==> src/rtl/bp_pkg.sv <==
package bp_pkg;
  typedef logic [1:0] ctr_t;

  localparam ctr_t CTR_WEAK_NT = 2'b01;

  function automatic ctr_t ctr_step(ctr_t c, logic taken);
    if (taken) return (c == 2'b11) ? c : c + 2'd1;
    else       return (c == 2'b00) ? c : c - 2'd1;
  endfunction
endpackage

==> src/rtl/bp_ctr_table.sv <==
module bp_ctr_table
  import bp_pkg::*;
#(
  parameter int unsigned IDX_W = 6
) (
  input  logic             clk_i,
  input  logic             rst_ni,
  input  logic [IDX_W-1:0] rd_idx_i,
  output ctr_t             rd_ctr_o,
  input  logic [IDX_W-1:0] up_idx_i,
  output ctr_t             up_ctr_o,
  input  logic             up_en_i,
  input  logic             up_taken_i
);
  localparam int DEPTH = 1 << IDX_W;

  ctr_t mem_q [DEPTH];

  always_ff @(posedge clk_i or negedge rst_ni) begin
    if (!rst_ni) begin
      for (int i = 0; i < DEPTH; i++) mem_q[i] <= CTR_WEAK_NT;
    end else if (up_en_i) begin
      mem_q[up_idx_i] <= ctr_step(mem_q[up_idx_i], up_taken_i);
    end
  end

  // read port sees pre-update state
  assign rd_ctr_o = mem_q[rd_idx_i];
  assign up_ctr_o = mem_q[up_idx_i];


  sat_hi_chk: assert property (@(posedge clk_i) disable iff (!rst_ni)
    up_en_i && up_taken_i && (up_ctr_o == 2'b11) |=> mem_q[$past(up_idx_i)] == 2'b11);

  sat_lo_chk: assert property (@(posedge clk_i) disable iff (!rst_ni)
    up_en_i && !up_taken_i && (up_ctr_o == 2'b00) |=> mem_q[$past(up_idx_i)] == 2'b00);
endmodule

==> src/rtl/bp_hist_table.sv <==
module bp_hist_table #(
  parameter int unsigned IDX_W  = 5,
  parameter int unsigned HIST_W = 3
) (
  input  logic              clk_i,
  input  logic              rst_ni,
  input  logic [IDX_W-1:0]  rd_idx_i,
  output logic [HIST_W-1:0] rd_hist_o,
  input  logic [IDX_W-1:0]  up_idx_i,
  output logic [HIST_W-1:0] up_hist_o,
  input  logic              up_en_i,
  input  logic              up_bit_i
);
  localparam int DEPTH = 1 << IDX_W;

  logic [HIST_W-1:0] mem_q [DEPTH];
  logic [HIST_W:0]   shifted;

  assign shifted = {mem_q[up_idx_i], up_bit_i};

  always_ff @(posedge clk_i or negedge rst_ni) begin
    if (!rst_ni) begin
      for (int i = 0; i < DEPTH; i++) mem_q[i] <= '0;
    end else if (up_en_i) begin
      mem_q[up_idx_i] <= shifted[HIST_W-1:0];
    end
  end

  assign rd_hist_o = mem_q[rd_idx_i];
  assign up_hist_o = mem_q[up_idx_i];


  lhist_shift_chk: assert property (@(posedge clk_i) disable iff (!rst_ni)
    up_en_i |=> mem_q[$past(up_idx_i)][0] == $past(up_bit_i));
endmodule

==> src/rtl/bp_ghr.sv <==
module bp_ghr #(
  parameter int unsigned HIST_W = 4
) (
  input  logic              clk_i,
  input  logic              rst_ni,
  input  logic              shift_en_i,
  input  logic              bit_i,
  output logic [HIST_W-1:0] hist_o
);
  logic [HIST_W-1:0] hist_q;
  logic [HIST_W:0]   shifted;

  assign shifted = {hist_q, bit_i};

  always_ff @(posedge clk_i or negedge rst_ni) begin
    if (!rst_ni)         hist_q <= '0;
    else if (shift_en_i) hist_q <= shifted[HIST_W-1:0];
  end

  assign hist_o = hist_q;


  ghr_shift_chk: assert property (@(posedge clk_i) disable iff (!rst_ni)
    shift_en_i |=> hist_q[0] == $past(bit_i));

  ghr_hold_chk: assert property (@(posedge clk_i) disable iff (!rst_ni)
    !shift_en_i |=> $stable(hist_q));
endmodule

==> src/rtl/tournament_bp.sv <==
module tournament_bp
  import bp_pkg::*;
#(
  parameter int unsigned PC_W      = 32,
  parameter int unsigned PC_LSB    = 2,
  parameter int unsigned LOC_IDX_W = 6,
  parameter int unsigned CHO_IDX_W = 6,
  parameter int unsigned LH_IDX_W  = 5,
  parameter int unsigned GH_W      = 4,
  parameter int unsigned LH_W      = 3
) (
  input  logic            clk_i,
  input  logic            rst_ni,
  input  logic [PC_W-1:0] lk_pc_i,
  output logic            lk_taken_o,
  input  logic            rs_valid_i,
  input  logic [PC_W-1:0] rs_pc_i,
  input  logic            rs_taken_i,
  input  logic            rs_pred_i,
  output logic            flush_o
);
  localparam int unsigned COR_IDX_W = GH_W + LH_W;

  logic unused_pc;
  assign unused_pc = ^{lk_pc_i, rs_pc_i};

  // index slices
  logic [LOC_IDX_W-1:0] lk_loc_idx, rs_loc_idx;
  logic [CHO_IDX_W-1:0] lk_cho_idx, rs_cho_idx;
  logic [LH_IDX_W-1:0]  lk_lh_idx,  rs_lh_idx;
  assign lk_loc_idx = lk_pc_i[PC_LSB +: LOC_IDX_W];
  assign rs_loc_idx = rs_pc_i[PC_LSB +: LOC_IDX_W];
  assign lk_cho_idx = lk_pc_i[PC_LSB +: CHO_IDX_W];
  assign rs_cho_idx = rs_pc_i[PC_LSB +: CHO_IDX_W];
  assign lk_lh_idx  = lk_pc_i[PC_LSB +: LH_IDX_W];
  assign rs_lh_idx  = rs_pc_i[PC_LSB +: LH_IDX_W];

  // histories
  logic [GH_W-1:0] ghr;
  logic [LH_W-1:0] lk_lh, rs_lh;

  bp_ghr #(.HIST_W(GH_W)) i_ghr (
    .clk_i      (clk_i),
    .rst_ni     (rst_ni),
    .shift_en_i (rs_valid_i),
    .bit_i      (rs_taken_i),
    .hist_o     (ghr)
  );

  bp_hist_table #(.IDX_W(LH_IDX_W), .HIST_W(LH_W)) i_lhist (
    .clk_i     (clk_i),
    .rst_ni    (rst_ni),
    .rd_idx_i  (lk_lh_idx),
    .rd_hist_o (lk_lh),
    .up_idx_i  (rs_lh_idx),
    .up_hist_o (rs_lh),
    .up_en_i   (rs_valid_i),
    .up_bit_i  (rs_taken_i)
  );

  logic [COR_IDX_W-1:0] lk_cor_idx, rs_cor_idx;
  assign lk_cor_idx = {ghr, lk_lh};
  assign rs_cor_idx = {ghr, rs_lh};

  // counter tables
  ctr_t lk_loc_ctr, rs_loc_ctr, lk_cor_ctr, rs_cor_ctr, lk_cho_ctr, rs_cho_ctr;
  logic loc_ok, cor_ok, cho_up_en;

  bp_ctr_table #(.IDX_W(LOC_IDX_W)) i_loc_tbl (
    .clk_i      (clk_i),
    .rst_ni     (rst_ni),
    .rd_idx_i   (lk_loc_idx),
    .rd_ctr_o   (lk_loc_ctr),
    .up_idx_i   (rs_loc_idx),
    .up_ctr_o   (rs_loc_ctr),
    .up_en_i    (rs_valid_i),
    .up_taken_i (rs_taken_i)
  );

  bp_ctr_table #(.IDX_W(COR_IDX_W)) i_cor_tbl (
    .clk_i      (clk_i),
    .rst_ni     (rst_ni),
    .rd_idx_i   (lk_cor_idx),
    .rd_ctr_o   (lk_cor_ctr),
    .up_idx_i   (rs_cor_idx),
    .up_ctr_o   (rs_cor_ctr),
    .up_en_i    (rs_valid_i),
    .up_taken_i (rs_taken_i)
  );

  // chooser: MSB=1 favours correlating table
  assign loc_ok    = (rs_loc_ctr[1] == rs_taken_i);
  assign cor_ok    = (rs_cor_ctr[1] == rs_taken_i);
  assign cho_up_en = rs_valid_i && (loc_ok != cor_ok);

  bp_ctr_table #(.IDX_W(CHO_IDX_W)) i_cho_tbl (
    .clk_i      (clk_i),
    .rst_ni     (rst_ni),
    .rd_idx_i   (lk_cho_idx),
    .rd_ctr_o   (lk_cho_ctr),
    .up_idx_i   (rs_cho_idx),
    .up_ctr_o   (rs_cho_ctr),
    .up_en_i    (cho_up_en),
    .up_taken_i (cor_ok)
  );

  assign lk_taken_o = lk_cho_ctr[1] ? lk_cor_ctr[1] : lk_loc_ctr[1];

  // flush request
  logic flush_q;
  always_ff @(posedge clk_i or negedge rst_ni) begin
    if (!rst_ni) flush_q <= 1'b0;
    else         flush_q <= rs_valid_i && (rs_taken_i != rs_pred_i);
  end
  assign flush_o = flush_q;


  flush_raise_chk: assert property (@(posedge clk_i) disable iff (!rst_ni)
    rs_valid_i && (rs_taken_i != rs_pred_i) |=> flush_o);

  flush_quiet_chk: assert property (@(posedge clk_i) disable iff (!rst_ni)
    !(rs_valid_i && (rs_taken_i != rs_pred_i)) |=> !flush_o);

  cho_agree_chk: assert property (@(posedge clk_i) disable iff (!rst_ni)
    rs_valid_i && (rs_loc_ctr[1] == rs_cor_ctr[1]) && (lk_cho_idx == rs_cho_idx)
    |=> $stable(lk_cho_idx) |-> lk_cho_ctr == $past(lk_cho_ctr));
endmodule

==> config.mk <==
export PLATFORM = sky130hd
export DESIGN_NAME = tournament_bp
export DESIGN_NICKNAME = d
export VERILOG_FILES = /design/src/rtl/bp_pkg.sv /design/src/rtl/bp_ctr_table.sv /design/src/rtl/bp_hist_table.sv /design/src/rtl/bp_ghr.sv /design/src/rtl/tournament_bp.sv
export SDC_FILE = /design/constraint.sdc
export NUM_CORES = 2
export LEC_CHECK = 0
export BUFFER_PORTS_ARGS = -buffer_cell sky130_fd_sc_hd__buf_2
export CORE_MARGIN = 1
export CORE_UTILIZATION = 45
export DETAILED_ROUTE_END_ITERATION = 8
export PLACE_DENSITY = 0.61
export SYNTH_ARGS = -nofsm -noshare
export SYNTH_HDL_FRONTEND = slang
export SYNTH_SLANG_ARGS = --single-unit
==> constraint.sdc <==
create_clock -name clk_i -period 8.4 [get_ports clk_i]
set_input_delay 1.68 -clock clk_i [delete_from_list [all_inputs] [get_ports clk_i]]
set_output_delay 1.68 -clock clk_i [all_outputs]
set_load 0.05 [all_outputs]
==> impl_metrics.sql <==
INSERT INTO impl_metrics (metric_group, metric, value, unit) VALUES
('synthesis', 'netlist_top_cells_area', 'dfrtp_1 (28%), dfstp_2 (21%), mux4_2 (9.9%), nand2_1 (7.9%), o21ai_0 (5.9%)', ''),
('power', 'ir_drop', '384', 'uV'),
('hold_path', 'hold_path_depth', '2', ''),
('clocking', 'tritoncts_clock_tree', 'built', ''),
('synthesis', 'mappedNetlistNets', '3123', ''),
('timing', 'setup_viol', '0', ''),
('synthesis', 'synth_area', '0.0317', 'mm2'),
('floorplan', 'initial_core_util', '45.8', '%'),
('critical_path', 'r2r_cells', '14', ''),
('global_route', 'grt_remaining_overflow', '0', ''),
('critical_path', 'critPathLaunch', 'lk_pc_i[3]', ''),
('floorplan', 'core', '0.0692', 'mm2'),
('floorplan', 'die_y', '267', 'um'),
('power', 'fin_total_pwr', '10.1', 'mW'),
('critical_path', 'setup.worst_path.start_class', 'input pin', ''),
('critical_path', 'endpoint_of_the_worst_slack_reg_to_reg_timing_path', 'i_cho_tbl.mem_q[58]', ''),
('drt', 'wl_per_cell', '24.0', 'um'),
('timing', 'finalHoldWorstSlack', '474', 'ps'),
('layout', 'final_cells', '3984', ''),
('critical_path', 'setup.reg_to_reg.worst_slack', '3130', 'ps'),
('synthesis', 'yosys_register_bits', '613', ''),
('layout', 'mostFrequentLayoutCells', 'nand2_1 (664), o21ai_0 (371), dfrtp_1 (357)', ''),
('clocking', 'clk-insertion-delay-late', '620', 'ps'),
('run_status', 'run_status', 'finished, final reports clean', ''),
('critical_path', 'critPathRequiredTime', '6720', 'ps'),
('timing', 'final-hold-violation-count', '0', ''),
('floorplan', 'boundary_pin_count', '71', ''),
('placement', 'placement.setup.worst_slack', '914', 'ps'),
('synthesis', 'netlist-cell-type-count', '77', ''),
('global_route', 'globalRouteTotalUtil', '27.3', '%'),
('clocking', 'clockRootBuffer', 'clkbuf_16', ''),
('drt', 'route.antenna.remaining_nets', '0', ''),
('timing', 'timing_max_transition_violations_final', '0', ''),
('timing', 'post-route-min-period', '7710', 'ps'),
('layout', 'multi_input_comb_area', '0.0151', 'mm2'),
('floorplan', 'die_width', '267', 'um'),
('synthesis', 'ys.warnings.count', '0', ''),
('hold_path', 'path_class_of_the_lowest_slack_min_delay_path', 'reg2reg', ''),
('critical_path', 'crit_path_top_delay_cell', 'mux4_2', ''),
('power', 'power_density', '288', 'mW/mm2'),
('timing', 'worst-slew-pin-transition', '1130', 'ps'),
('timing', 'finalWorstSetupSlack', '694', 'ps'),
('critical_path', 'crit-reg2reg-launch', 'i_lhist.mem_q[43]', ''),
('layout', 'fin_area', '0.0350', 'mm2'),
('placement', 'gp_congestion', '0.905', ''),
('global_route', 'vias_in_the_first_global_route', '24700', ''),
('job', 'timing.max_cap.violations', '0', ''),
('placement', 'port_buffers', '18', ''),
('global_route', 'grt_first_pass_wirelength', '150', 'mm'),
('critical_path', 'critical-path-max-stage-delay', '600', 'ps'),
('clocking', 'cts_hold_buffers', '0', ''),
('layout', 'sequential_cell_area', '0.0157', 'mm2'),
('clocking', 'cts_max_level', '3', ''),
('global_route', 'grt_start_max_net_pins', '198', ''),
('drt', 'first_iter_violations', '2553', ''),
('placement', 'placedInstanceArea', '0.0328', 'mm2'),
('critical_path', 'cp-end-kind', 'output port', ''),
('synthesis', 'avgSynthCellArea', '10.4', 'um2'),
('power', 'p_leak', '13.8', 'nW'),
('timing', 'final_worst_path_cycle_share', '91.7', '%'),
('synthesis', 'synth_sequential_area_ratio', '49.4', '%'),
('critical_path', 'worstPathArrival', '6030', 'ps'),
('clocking', 'clock_tree.buffer_depth', '3', ''),
('floorplan', 'design.die.area', '0.0715', 'mm2'),
('critical_path', 'setup.worst_path.class', 'in2out', ''),
('synthesis', 'async_flop_share', '100', '%'),
('layout', 'area_delta_synth_final', '10.5', '%'),
('clocking', 'clk_pin_slew', '60', 'ps'),
('synthesis', 'netlist.top_cell.by_area', 'dfrtp_1', ''),
('timing', 'slew_headroom', '24.5', '%'),
('layout', 'final_core_utilization', '50.6', '%');
-- report_power, final --
group	internal (mW)	switching (mW)	total (mW)	leakage, nW
clock	1.85	1.23	3.09	1.12
combinational	1.01	1.76	2.77	5.20
sequential	3.79	0.444	4.24	7.46
-- synthesized netlist by cell type (41+ instances only) --
| cell | n |
|---|---|
| dfrtp_1 | 357 |
| o21ai_1 | 141 |
| mux2_2 | 128 |
| dfstp_2 | 256 |
| o22a_1 | 66 |
| mux4_2 | 140 |
| nor2b_1 | 41 |
| clkbuf_1 | 115 |
| a21oi_1 | 75 |
| nor2_1 | 161 |
| mux2i_1 | 97 |
| a22oi_1 | 44 |
| o21ai_0 | 371 |
| nand2_1 | 665 |
-- final cells by class --
cell class	instances	share of cell area, %
Tap cell	931	3.32
Multi-Input combinational cell	2221	43.0
Clock buffer	113	6.09
Inverter	8	0.0857
Antenna cell	2	0.0143
Clock inverter	9	0.425
Timing Repair Buffer	87	2.33
Sequential cell	613	44.7
-- flip-flops by register name (all words and copies together) (netlist names) --
| register | cells |
|---|---|
| flush_o | 1 |
| i_loc_tbl.mem_q | 128 |
| i_lhist.mem_q | 96 |
| i_ghr.hist_o | 4 |
| i_cor_tbl.mem_q | 256 |
| i_cho_tbl.mem_q | 128 |
-- cells by family (layout without fill, tap and decap cells) --
family          after synthesis  after routing  synth area share [%]
compound gates              870            870                  16.7
flops                       613            613                  49.4
fa+ha+maj                     3              3                0.0947
xor+xnor                      2              2                0.0553
simple gates                977            977                  12.8
other cells                   0              2                     0
mux                         369            369                  17.7
buf+inv                     220            217                  3.27
-- per-layer routing --
| layer | share of wire, % | global-route usage (%) | wire (um) |
|---|---|---|---|
| met1 | 41 | 36.2 | 39200 |
| met2 | 47 | 43.7 | 45300 |
| met3 | 6.9 | 4.41 | 6570 |
| met4 | 4.8 | 13.1 | 4590 |
| met5 | 0 | 0 | 0 |
-- critical path: cells and delay by family --
family	cells	cell delay, ps
and+or+nand+nor	1	80
muxes	3	1400
buffers and inverters	4	1340
AOI/OAI and AO/OA	7	1470
-- how the worst min path moves through the flow --
stage,startpoint,endpoint,slack [ps]
after floorplan,i_cor_tbl.mem_q[210],i_cor_tbl.mem_q[210],460
final,i_cor_tbl.mem_q[90],i_cor_tbl.mem_q[90],470
after CTS,i_cor_tbl.mem_q[84],i_cor_tbl.mem_q[84],480
after global placement,i_cor_tbl.mem_q[120],i_cor_tbl.mem_q[120],460
after global routing,i_cor_tbl.mem_q[154],i_cor_tbl.mem_q[154],490
after detailed placement,i_cor_tbl.mem_q[84],i_cor_tbl.mem_q[84],470
(Power assumes the default switching activity.)
